File: src/rtl/pfm_pkg.sv
package pfm_pkg;

   localparam int BANK_W = 32;

   typedef enum logic [1:0] {
      FN_GPIO = 2'd0,
      FN_ALT1 = 2'd1,
      FN_ALT2 = 2'd2,
      FN_ALT3 = 2'd3
   } pin_fn_e;

   typedef enum logic [1:0] {
      RK_PRI = 2'd0,
      RK_SEC = 2'd1,
      RK_TER = 2'd2,
      RK_PUP = 2'd3
   } reg_kind_e;

   // byte address of one control register of one bank
   function automatic logic [7:0] reg_addr(input int bank, input int kind);
      logic [7:0] a;
      case (kind)
         0:       a = (bank == 0) ? 8'h0C : 8'h10;
         1:       a = (bank == 0) ? 8'h14 : 8'h18;
         2:       a = (bank == 0) ? 8'h8C : 8'h90;
         default: a = (bank == 0) ? 8'hAC : 8'hB0;
      endcase
      return a;
   endfunction

endpackage

File: src/rtl/pfm_regs.sv
module pfm_regs
   import pfm_pkg::*;
#(
   parameter int NUM_PINS = 35,
   parameter int NUM_BANKS = 2,
   parameter int FLAT_W = 64,
   parameter int ADDR_W = 8,
   parameter int DATA_W = 32
) (
   input  logic              clk,
   input  logic              rst_n,
   input  logic              bus_sel,
   input  logic              bus_we,
   input  logic [ADDR_W-1:0] bus_addr,
   input  logic [DATA_W-1:0] bus_wdata,
   output logic [DATA_W-1:0] bus_rdata,
   output logic [FLAT_W-1:0] pri_q,
   output logic [FLAT_W-1:0] sec_q,
   output logic [FLAT_W-1:0] ter_q,
   output logic [FLAT_W-1:0] pup_q
);

   localparam int NREG = NUM_BANKS * 4;

   function automatic logic [BANK_W-1:0] valid_mask(input int b);
      logic [BANK_W-1:0] m;
      m = '0;
      for (int i = 0; i < BANK_W; i++)
         if (b * BANK_W + i < NUM_PINS) m[i] = 1'b1;
      return m;
   endfunction

   logic [BANK_W-1:0] reg_word [NREG];
   logic [BANK_W-1:0] rd_word  [NREG];

   for (genvar b = 0; b < NUM_BANKS; b++) begin : g_bank
      localparam logic [BANK_W-1:0] VMASK = valid_mask(b);
      for (genvar k = 0; k < 4; k++) begin : g_reg
         localparam logic [ADDR_W-1:0] ADDR = ADDR_W'(reg_addr(b, k));
         logic [BANK_W-1:0] r;
         always_ff @(posedge clk or negedge rst_n) begin
            if (!rst_n)
               r <= '0;
            else if (bus_sel && bus_we && bus_addr == ADDR)
               r <= bus_wdata[BANK_W-1:0] & VMASK;
         end
         assign reg_word[b*4+k] = r;
         assign rd_word[b*4+k]  = (bus_addr == ADDR) ? r : '0;
      end
      assign pri_q[b*BANK_W +: BANK_W] = reg_word[b*4+0];
      assign sec_q[b*BANK_W +: BANK_W] = reg_word[b*4+1];
      assign ter_q[b*BANK_W +: BANK_W] = reg_word[b*4+2];
      assign pup_q[b*BANK_W +: BANK_W] = reg_word[b*4+3];
   end

   always_comb begin
      bus_rdata = '0;
      if (bus_sel && !bus_we)
         for (int i = 0; i < NREG; i++)
            bus_rdata = bus_rdata | DATA_W'(rd_word[i]);
   end


   if (NUM_BANKS == 2 && NUM_PINS < 2 * BANK_W) begin : g_hole_chk
      hole_zero_chk: assert property (@(posedge clk) disable iff (!rst_n)
         (bus_sel && !bus_we && bus_addr == ADDR_W'(8'h10))
         |-> (bus_rdata[BANK_W-1:NUM_PINS-BANK_W] == '0));
   end

endmodule

File: src/rtl/pfm_pin.sv
module pfm_pin
   import pfm_pkg::*;
#(
   parameter bit ALT3_OK = 1'b1
) (
   input  logic       sel_pri,
   input  logic       sel_sec,
   input  logic       sel_ter,
   input  logic [3:0] src_out,
   input  logic [3:0] src_oe,
   output logic       pad_out,
   output logic       pad_oe
);

   logic    ter_eff;
   pin_fn_e fn;

   if (ALT3_OK) begin : g_alt3
      assign ter_eff = sel_ter;
   end else begin : g_no_alt3
      assign ter_eff = 1'b0;
   end

   always_comb begin
      if (sel_pri)      fn = FN_ALT1;
      else if (sel_sec) fn = FN_ALT2;
      else if (ter_eff) fn = FN_ALT3;
      else              fn = FN_GPIO;
   end

   assign pad_out = src_out[fn];
   assign pad_oe  = src_oe[fn];

endmodule

File: src/rtl/pin_func_mux.sv
module pin_func_mux
   import pfm_pkg::*;
#(
   parameter int          NUM_PINS  = 35,
   parameter int          ADDR_W    = 8,
   parameter int          DATA_W    = 32,
   parameter logic [63:0] ALT3_PINS = 64'h0000_0007_FFD0_03FF
) (
   input  logic                clk,
   input  logic                rst_n,
   input  logic                bus_sel,
   input  logic                bus_we,
   input  logic [ADDR_W-1:0]   bus_addr,
   input  logic [DATA_W-1:0]   bus_wdata,
   output logic [DATA_W-1:0]   bus_rdata,
   input  logic [NUM_PINS-1:0] gpio_out,
   input  logic [NUM_PINS-1:0] gpio_oe,
   input  logic [NUM_PINS-1:0] alt1_out,
   input  logic [NUM_PINS-1:0] alt1_oe,
   input  logic [NUM_PINS-1:0] alt2_out,
   input  logic [NUM_PINS-1:0] alt2_oe,
   input  logic [NUM_PINS-1:0] alt3_out,
   input  logic [NUM_PINS-1:0] alt3_oe,
   output logic [NUM_PINS-1:0] pad_out,
   output logic [NUM_PINS-1:0] pad_oe,
   output logic [NUM_PINS-1:0] pad_pu
);

   localparam int NUM_BANKS = (NUM_PINS + BANK_W - 1) / BANK_W;
   localparam int FLAT_W    = NUM_BANKS * BANK_W;

   if (NUM_BANKS > 2) begin : g_bad_pins
      $error("pin_func_mux: address map covers two banks only");
   end
   if (DATA_W < BANK_W || ADDR_W < 8) begin : g_bad_bus
      $error("pin_func_mux: bus too narrow for the register map");
   end

   logic [FLAT_W-1:0] pri_q, sec_q, ter_q, pup_q;

   pfm_regs #(
      .NUM_PINS (NUM_PINS),
      .NUM_BANKS(NUM_BANKS),
      .FLAT_W   (FLAT_W),
      .ADDR_W   (ADDR_W),
      .DATA_W   (DATA_W)
   ) u_regs (
      .clk      (clk),
      .rst_n    (rst_n),
      .bus_sel  (bus_sel),
      .bus_we   (bus_we),
      .bus_addr (bus_addr),
      .bus_wdata(bus_wdata),
      .bus_rdata(bus_rdata),
      .pri_q    (pri_q),
      .sec_q    (sec_q),
      .ter_q    (ter_q),
      .pup_q    (pup_q)
   );

   for (genvar p = 0; p < NUM_PINS; p++) begin : g_pin
      pfm_pin #(.ALT3_OK(ALT3_PINS[p])) u_pin (
         .sel_pri(pri_q[p]),
         .sel_sec(sec_q[p]),
         .sel_ter(ter_q[p]),
         .src_out({alt3_out[p], alt2_out[p], alt1_out[p], gpio_out[p]}),
         .src_oe ({alt3_oe[p],  alt2_oe[p],  alt1_oe[p],  gpio_oe[p]}),
         .pad_out(pad_out[p]),
         .pad_oe (pad_oe[p])
      );

      if (!ALT3_PINS[p]) begin : g_no3_chk

         alt3_block_chk: assert property (@(posedge clk) disable iff (!rst_n)
            (!pri_q[p] && !sec_q[p])
            |-> (pad_out[p] == gpio_out[p] && pad_oe[p] == gpio_oe[p]));
      end
   end

   assign pad_pu = pup_q[NUM_PINS-1:0];


   reset_clean_chk: assert property (@(posedge clk) disable iff (!rst_n)
      $rose(rst_n) |-> (pad_pu == '0 && pad_out == gpio_out && pad_oe == gpio_oe));


   gpio_pass_chk: assert property (@(posedge clk) disable iff (!rst_n)
      ((pri_q | sec_q | ter_q) == '0) |-> (pad_out == gpio_out && pad_oe == gpio_oe));

   if (NUM_PINS >= BANK_W) begin : g_pu_chk

      pullup_track_chk: assert property (@(posedge clk) disable iff (!rst_n)
         (bus_sel && bus_we && bus_addr == ADDR_W'(8'hAC))
         |=> (pad_pu[BANK_W-1:0] == $past(bus_wdata[BANK_W-1:0])));
   end

endmodule

File: config.mk
export PLATFORM = sky130hd
export DESIGN_NAME = pin_func_mux
export DESIGN_NICKNAME = d
export VERILOG_FILES = /design/src/rtl/pfm_pkg.sv /design/src/rtl/pfm_regs.sv /design/src/rtl/pfm_pin.sv /design/src/rtl/pin_func_mux.sv
export SDC_FILE = /design/constraint.sdc
export NUM_CORES = 1
export LEC_CHECK = 0
export BUFFER_PORTS_ARGS = -buffer_cell sky130_fd_sc_hd__buf_2
export CAP_MARGIN = 10
export CORE_AREA = 2 2 178 180
export DETAILED_ROUTE_END_ITERATION = 12
export DIE_AREA = 0 0 180 182
export PLACE_DENSITY = 0.52
export SYNTH_ARGS = -nofsm -noshare
export SYNTH_HDL_FRONTEND = slang
export SYNTH_SLANG_ARGS = --single-unit
File: constraint.sdc
create_clock -name clk -period 1.6 [get_ports clk]
set_input_delay 0.08 -clock clk [delete_from_list [all_inputs] [get_ports clk]]
set_output_delay 0.08 -clock clk [all_outputs]
set_load 0.05 [all_outputs]
# ---- Yosys cells after proc, flatten, opt, wreduce, memory -nomap -nowiden
# Index checks and enable logic that the tools add are counted.
dict set report totals {
  output_inout_bits 137
  inputBits 324
  wordCells 312
  register_bits 140
}
dict set report classes {
  reduce_logical 11
  bitwise_logic 7
  n_lt_le_gt_ge 35
  muxes 243
  eq_ne 8
}
# cell n
set ops {}
lappend ops {{2-to-1 mux 2 bit} 94}
lappend ops {{2-to-1 mux 32 bit} 5}
lappend ops {{binary-select mux 1 bit (select 2 bit)} 70}
lappend ops {{bitwise OR 32 bit} 4}
lappend ops {{< comparator 2 x 3 -> 1 bit, second input constant} 35}
lappend ops {{bitwise OR 32 x 3 -> 32 bit} 3}
lappend ops {{2-to-1 mux 1 bit} 70}
lappend ops {{equality test 8 bit, second input constant} 4}
lappend ops {{equality test 8 x 5 -> 1 bit, second input constant} 3}
lappend ops {{2-to-1 mux 3 bit} 4}
lappend ops {{logical AND 1 bit} 10}
lappend ops {{equality test 8 x 4 -> 1 bit, second input constant} 1}
lappend ops {{zero test 1 bit} 1}

# ---- Longest topological paths before layout
dict set report logic_depth {
  ltp_word 10
  mapped_depth 7
  mapped_depth_nobuf 4
}

# ---- By module
# From an unflattened synthesis, not the netlist that was laid out.
dict set report hier_totals {
  cells_unflattened 886
  hier_area_um2 9430.3
}
# mod seq_area_each_um2 area_each_um2 cells_each instances
set modules_own_cells {}
lappend modules_own_cells {pfm_regs 3503.4 7425.9 604 1}
lappend modules_own_cells {{pfm_pin at g_pin[0].u_pin ...} 0.0 66.3 9 24}
lappend modules_own_cells {{pfm_pin at g_pin[10].u_pin ...} 0.0 37.5 6 11}

# ---- Worst setup path before layout
# Ideal clock, no wire load.
dict set report synth_path {
  path_kind {input to output}
  start {in bus_addr[5]}
  end {out bus_rdata[0]}
  path_buffers 1
  cell_stages 5
  t_arrival_ns 2.030
  required_ns 1.520
  setup_slack_ns -0.510
  cell_sequence {nand2b_4 > or3_1 > nand3b_1 > clkbuf_1 > o21ai_0}
}
dict set report synth_via {
  elab_chain_len 10
  word_cells_on_any_way 24
}
# item line
set synth_rtl {}
lappend synth_rtl {{start, declared} pin_func_mux.sv:13} ;# input logic [ADDR_W-1:0] bus_addr,
lappend synth_rtl {{equality test 8 x 4 -> 1 bit / equality test 8 x 5 -> 1 bit (equally long branches)} pfm_regs.sv:48} ;# assign rd_word[b*4+k] = (bus_addr == ADDR) ? r : '0;
lappend synth_rtl {{2-to-1 mux 32 bit} pfm_regs.sv:48}
lappend synth_rtl {{bitwise OR 32 bit (4 in a row)} pfm_regs.sv:60} ;# bus_rdata = bus_rdata | DATA_W'(rd_word[i]);
lappend synth_rtl {{bitwise OR 32 x 3 -> 32 bit (2 in a row)} pfm_regs.sv:60}
lappend synth_rtl {{bitwise OR 32 x 3 -> 32 bit *} pfm_regs.sv:60}
lappend synth_rtl {{2-to-1 mux 32 bit *} pfm_regs.sv:58} ;# if (bus_sel && !bus_we)
lappend synth_rtl {{end, declared} pin_func_mux.sv:15} ;# output logic [DATA_W-1:0] bus_rdata,
# Every way passes the cells marked *; elsewhere a longest branch is shown, timed or not.

# ---- Worst setup path after layout
dict set report layout_path {
  start {reg u_regs.g_bank[0].g_reg[2].r[30]}
  end {out bus_rdata[30]}
}
dict set report layout_via {
  elab_chain_len 8
}
# item line
set layout_rtl {}
lappend layout_rtl {{start, declared} pfm_regs.sv:40} ;# logic [BANK_W-1:0] r;
lappend layout_rtl {{start signal, assigned} pfm_regs.sv:45} ;# r <= bus_wdata[BANK_W-1:0] & VMASK;
lappend layout_rtl {{2-to-1 mux 32 bit} pfm_regs.sv:48}
lappend layout_rtl {{bitwise OR 32 bit (3 in a row)} pfm_regs.sv:60}
lappend layout_rtl {{bitwise OR 32 x 3 -> 32 bit (3 in a row)} pfm_regs.sv:60}
lappend layout_rtl {{2-to-1 mux 32 bit} pfm_regs.sv:58}
# No other way between the ends.

==> run metrics <==
Post-Synth Simple-Gate Area=0.0931; maximum VDD drop=589 uV; sequential-to-total area share from yosys stat=0.400; Rows=65; CP bufs+invs=1; final worst slack=-0.142 ns; hold path depth=2; Hold Violations, Final=0; CP max FO=4; WP data required=1.52 ns; IO Count=around 460; Setup crit start kind=register; effective utilization at floorplan=0.282; reg2reg end=u_regs.g_bank[0].g_reg[0].r[15]; Final Routed Wirelength=about 32,000 um; First DRT Iteration DRCs=295; Worst Setup End Kind=output port; Top reg by flops=u_regs.g_bank.g.r; Avg WL per Cell=18.8 um; non-filler cells, final=1,717; clk slew on worst S/H paths=approximately 0.060 ns; H-Tree Depth=4; fillers=3,018; Clk Latency, worst-skew pair=0.41 ns; mux contribution to synthesized area=0.317; slowest stage delay, CP=between 0.4 and 0.5 ns; Cell Area, Synth=8750 um2; Mapped Avg Cell Area=10.5 um2; Final ANT Viol Nets=0; Root Buffer=clkbuf_16; depth of the worst register-to-register path=3; Ant. Diodes=0; CTS tree=built; relative slew slack=0.643; core area=31,000 um2; reg2reg setup slack=0.56 ns; die area=about 33,000 um2; Multi-input gate area=4870 um2; area grow syn2layout=53.1%; final core occ=0.432; XOR/XNOR Fraction of Synth Area=0; Hold Crit Start=bus_wdata[1]; Synth Area in Compound Gates=0.107; worst slew pin tran=0.536 ns; Top Registers=u_regs.g_bank.g.r x140; max reg flops=140; CTS buffer count=17; DRC=0; critical path class=reg -> out; RSZ-0062 raised after global routing=yes; Die X=180 um; share of layout cells above drive strength 1=0.586; gpl congestion=0.807; layout net count=1,627; vias in the first global route=8,518; Pleak=6.47 nW; hold endpoint=u_regs.g_bank[1].g_reg[2].r[1]; violated checks=setup timing; Synth Instances=837; total number of vias=~8,000; placed cell count=1,628; Slew Limit Fails=0; Worst Hold Class=in -> reg; total gr overflow=0; final setup fails=11; status=complete, but fails checks; largest family of logic cells by synthesized area=multiplexers; PD cells=725 nW/um2; first-pass GRT wire length=around 50,000 um; Seq cells post-synth=140; sequential cell area=3550 um2; Final min period=1.74 ns; clk sinks=140; Slowest cell on crit path=dfrtp_2; HPWL Detailed=23,400 um; Max clock buf depth=2; worst reg2reg path startpoint=u_regs.g_bank[0].g_reg[0].r[15]; syn nets=approximately 1,200; initial antenna violation count=0; Max Freq=0.574 GHz; max_cap viols=0; Yosys cell types=34; Die Span Y=182 um; adder-cell share of the synthesized area=0; kind of cell adding the most delay to the critical path=flip-flops; CP Data Arrival Time=approximately 1.7 ns; drt first pass iters=4; Tot GR Track Use=0.190; cells along the critical path=mux2i_2 -> nor2_1 -> a221o_1 -> buf_6; vias per cell=approximately 4.7; Port Buffer Count=438; Max Clock Skew=0 ns; fin crit share=1.09; largest net degree at the start of global routing=48; Synth warnings=0
cells in the final DEF (no fill, tap or decap), types with 5 or more instances in the layout:
cell and instances:
clkbuf_16 19, o221ai_4 7, mux2_1 7, a221o_1 20, a21oi_1 42, o21ai_0 18, buf_12 14, mux2i_4 5
a21oi_2 9, mux2_2 103, o21ai_2 13, mux2i_1 99, buf_2 348, nor2_1 70, o21ai_1 43, dlygate4sd3_1 32
buf_4 60, mux2_4 30, nand3_1 11, nand2_1 81, buf_6 84, dfrtp_2 37, dfrtp_1 103
area by class of cell:
class / count / share of cell area
Multi-Input combinational cell: 596 / 0.363
Clock buffer: 19 / 0.0331
Sequential cell: 140 / 0.265
Tap cell: 402 / 0.0375
Inverter: 1 / 0.000280
Clock inverter: 12 / 0.0122
Timing Repair Buffer: 547 / 0.289
Yosys cell counts:
library cell  number  area share
and2_1             2      0.0014
nor2_1            73       0.031
o221ai_1          10       0.010
mux2_1             7      0.0090
nor4_1             2      0.0014
or3_1              1     0.00072
nor3_1             1     0.00057
nand3_1           11      0.0063
nand2_2            2      0.0014
dfrtp_1          140        0.40
nand4b_1           2      0.0020
nand3b_1           2      0.0017
and3_1             2      0.0014
nand2b_4           1      0.0016
mux2_2           103        0.13
a221o_1           20       0.023
nor2b_1            1     0.00072
inv_1              1     0.00043
a21oi_1           51       0.029
nand4_1            3      0.0021
mux2_4            30       0.051
and3b_1            4      0.0040
a2bb2oi_1          2      0.0020
buf_12             3      0.0069
mux2i_1          108        0.12
buf_2             18       0.010
nand2_1           81       0.035
nor2_2             1     0.00072
o2bb2ai_1          1      0.0010
nor3b_1            1     0.00086
buf_6              1      0.0013
buf_4             71       0.061
o21ai_0           74       0.042
clkbuf_1           7      0.0030
metal layers:
| layer | part of all wire | track usage |
|---|---|---|
| met1 | 0.41 | 0.229 |
| met2 | 0.53 | 0.352 |
| met3 | 0.048 | 0.0377 |
| met4 | 0.012 | 0.0374 |
| met5 | 0 | 0 |
where the power goes:
part	switching [W]	internal, W	leakage [nW]
clock network	0.00162	0.00251	0.283
logic	0.00100	0.000820	4.30
registers	0.000127	0.00364	1.88
per-stage QoR:
| stage | cell area (um2) | hold slack, ns | power (W) | setup TNS (ns) | worst slack [ns] |
|---|---|---|---|---|---|
| CTS | 12800 | 0.0355 | 0.00976 | -1.18 | -0.167 |
| global route | 13400 | 0.0542 | 0.0102 | -4.46 | -0.211 |
| finish | 13400 | 0.0540 | 0.00972 | -0.639 | -0.142 |
| detailed placement | 11300 | 0.0811 | 0.00540 | -2.22 | -0.112 |
| floorplan | 8750 | -0.216 | 0.00472 | -2.56 | -0.234 |
| global placement | 11300 | 0.0759 | 0.00538 | -1.91 | -0.105 |
kinds of logic after synthesis:
group	Yosys count
AO/OA/AOI/OAI	158
AND/OR/NAND/NOR	190
buffers and inverters	101
flip-flops	140
multiplexers	248
worst register-to-register path: stages (launching register included):
cell and delay (ns):
dfrtp_1 0.38, buf_4 0.15, buf_4 0.15, mux2_2 0.26
how the worst max path moves through the flow:
stage          slack, ns                            start  cells after the start            end
2_1_floorplan      -0.23                      bus_addr[5]                      5  bus_rdata[14]
4_1_cts            -0.17  u_regs.g_bank[0].g_reg[2].r[30]                      6    pad_out[30]
3_3_place_gp       -0.11                           bus_we                      8   bus_rdata[8]
3_5_place_dp       -0.11                           bus_we                      8  bus_rdata[29]
6_report           -0.14  u_regs.g_bank[0].g_reg[2].r[30]                      4  bus_rdata[30]
5_1_grt            -0.21  u_regs.g_bank[0].g_reg[2].r[30]                      4  bus_rdata[30]
what timing repair did:
action / 4_1_cts / 5_1_grt
buffers inserted: 15 / 9
setup endpoints to repair: 81 / 89
gates cloned: 1 / 3
hold buffers: 32 / 0
endpoints found under the hold margin: 180 / 0
pin swaps: 2 / 11
resized for setup: 207 / 134
Power figures use the tool's default switching activity.
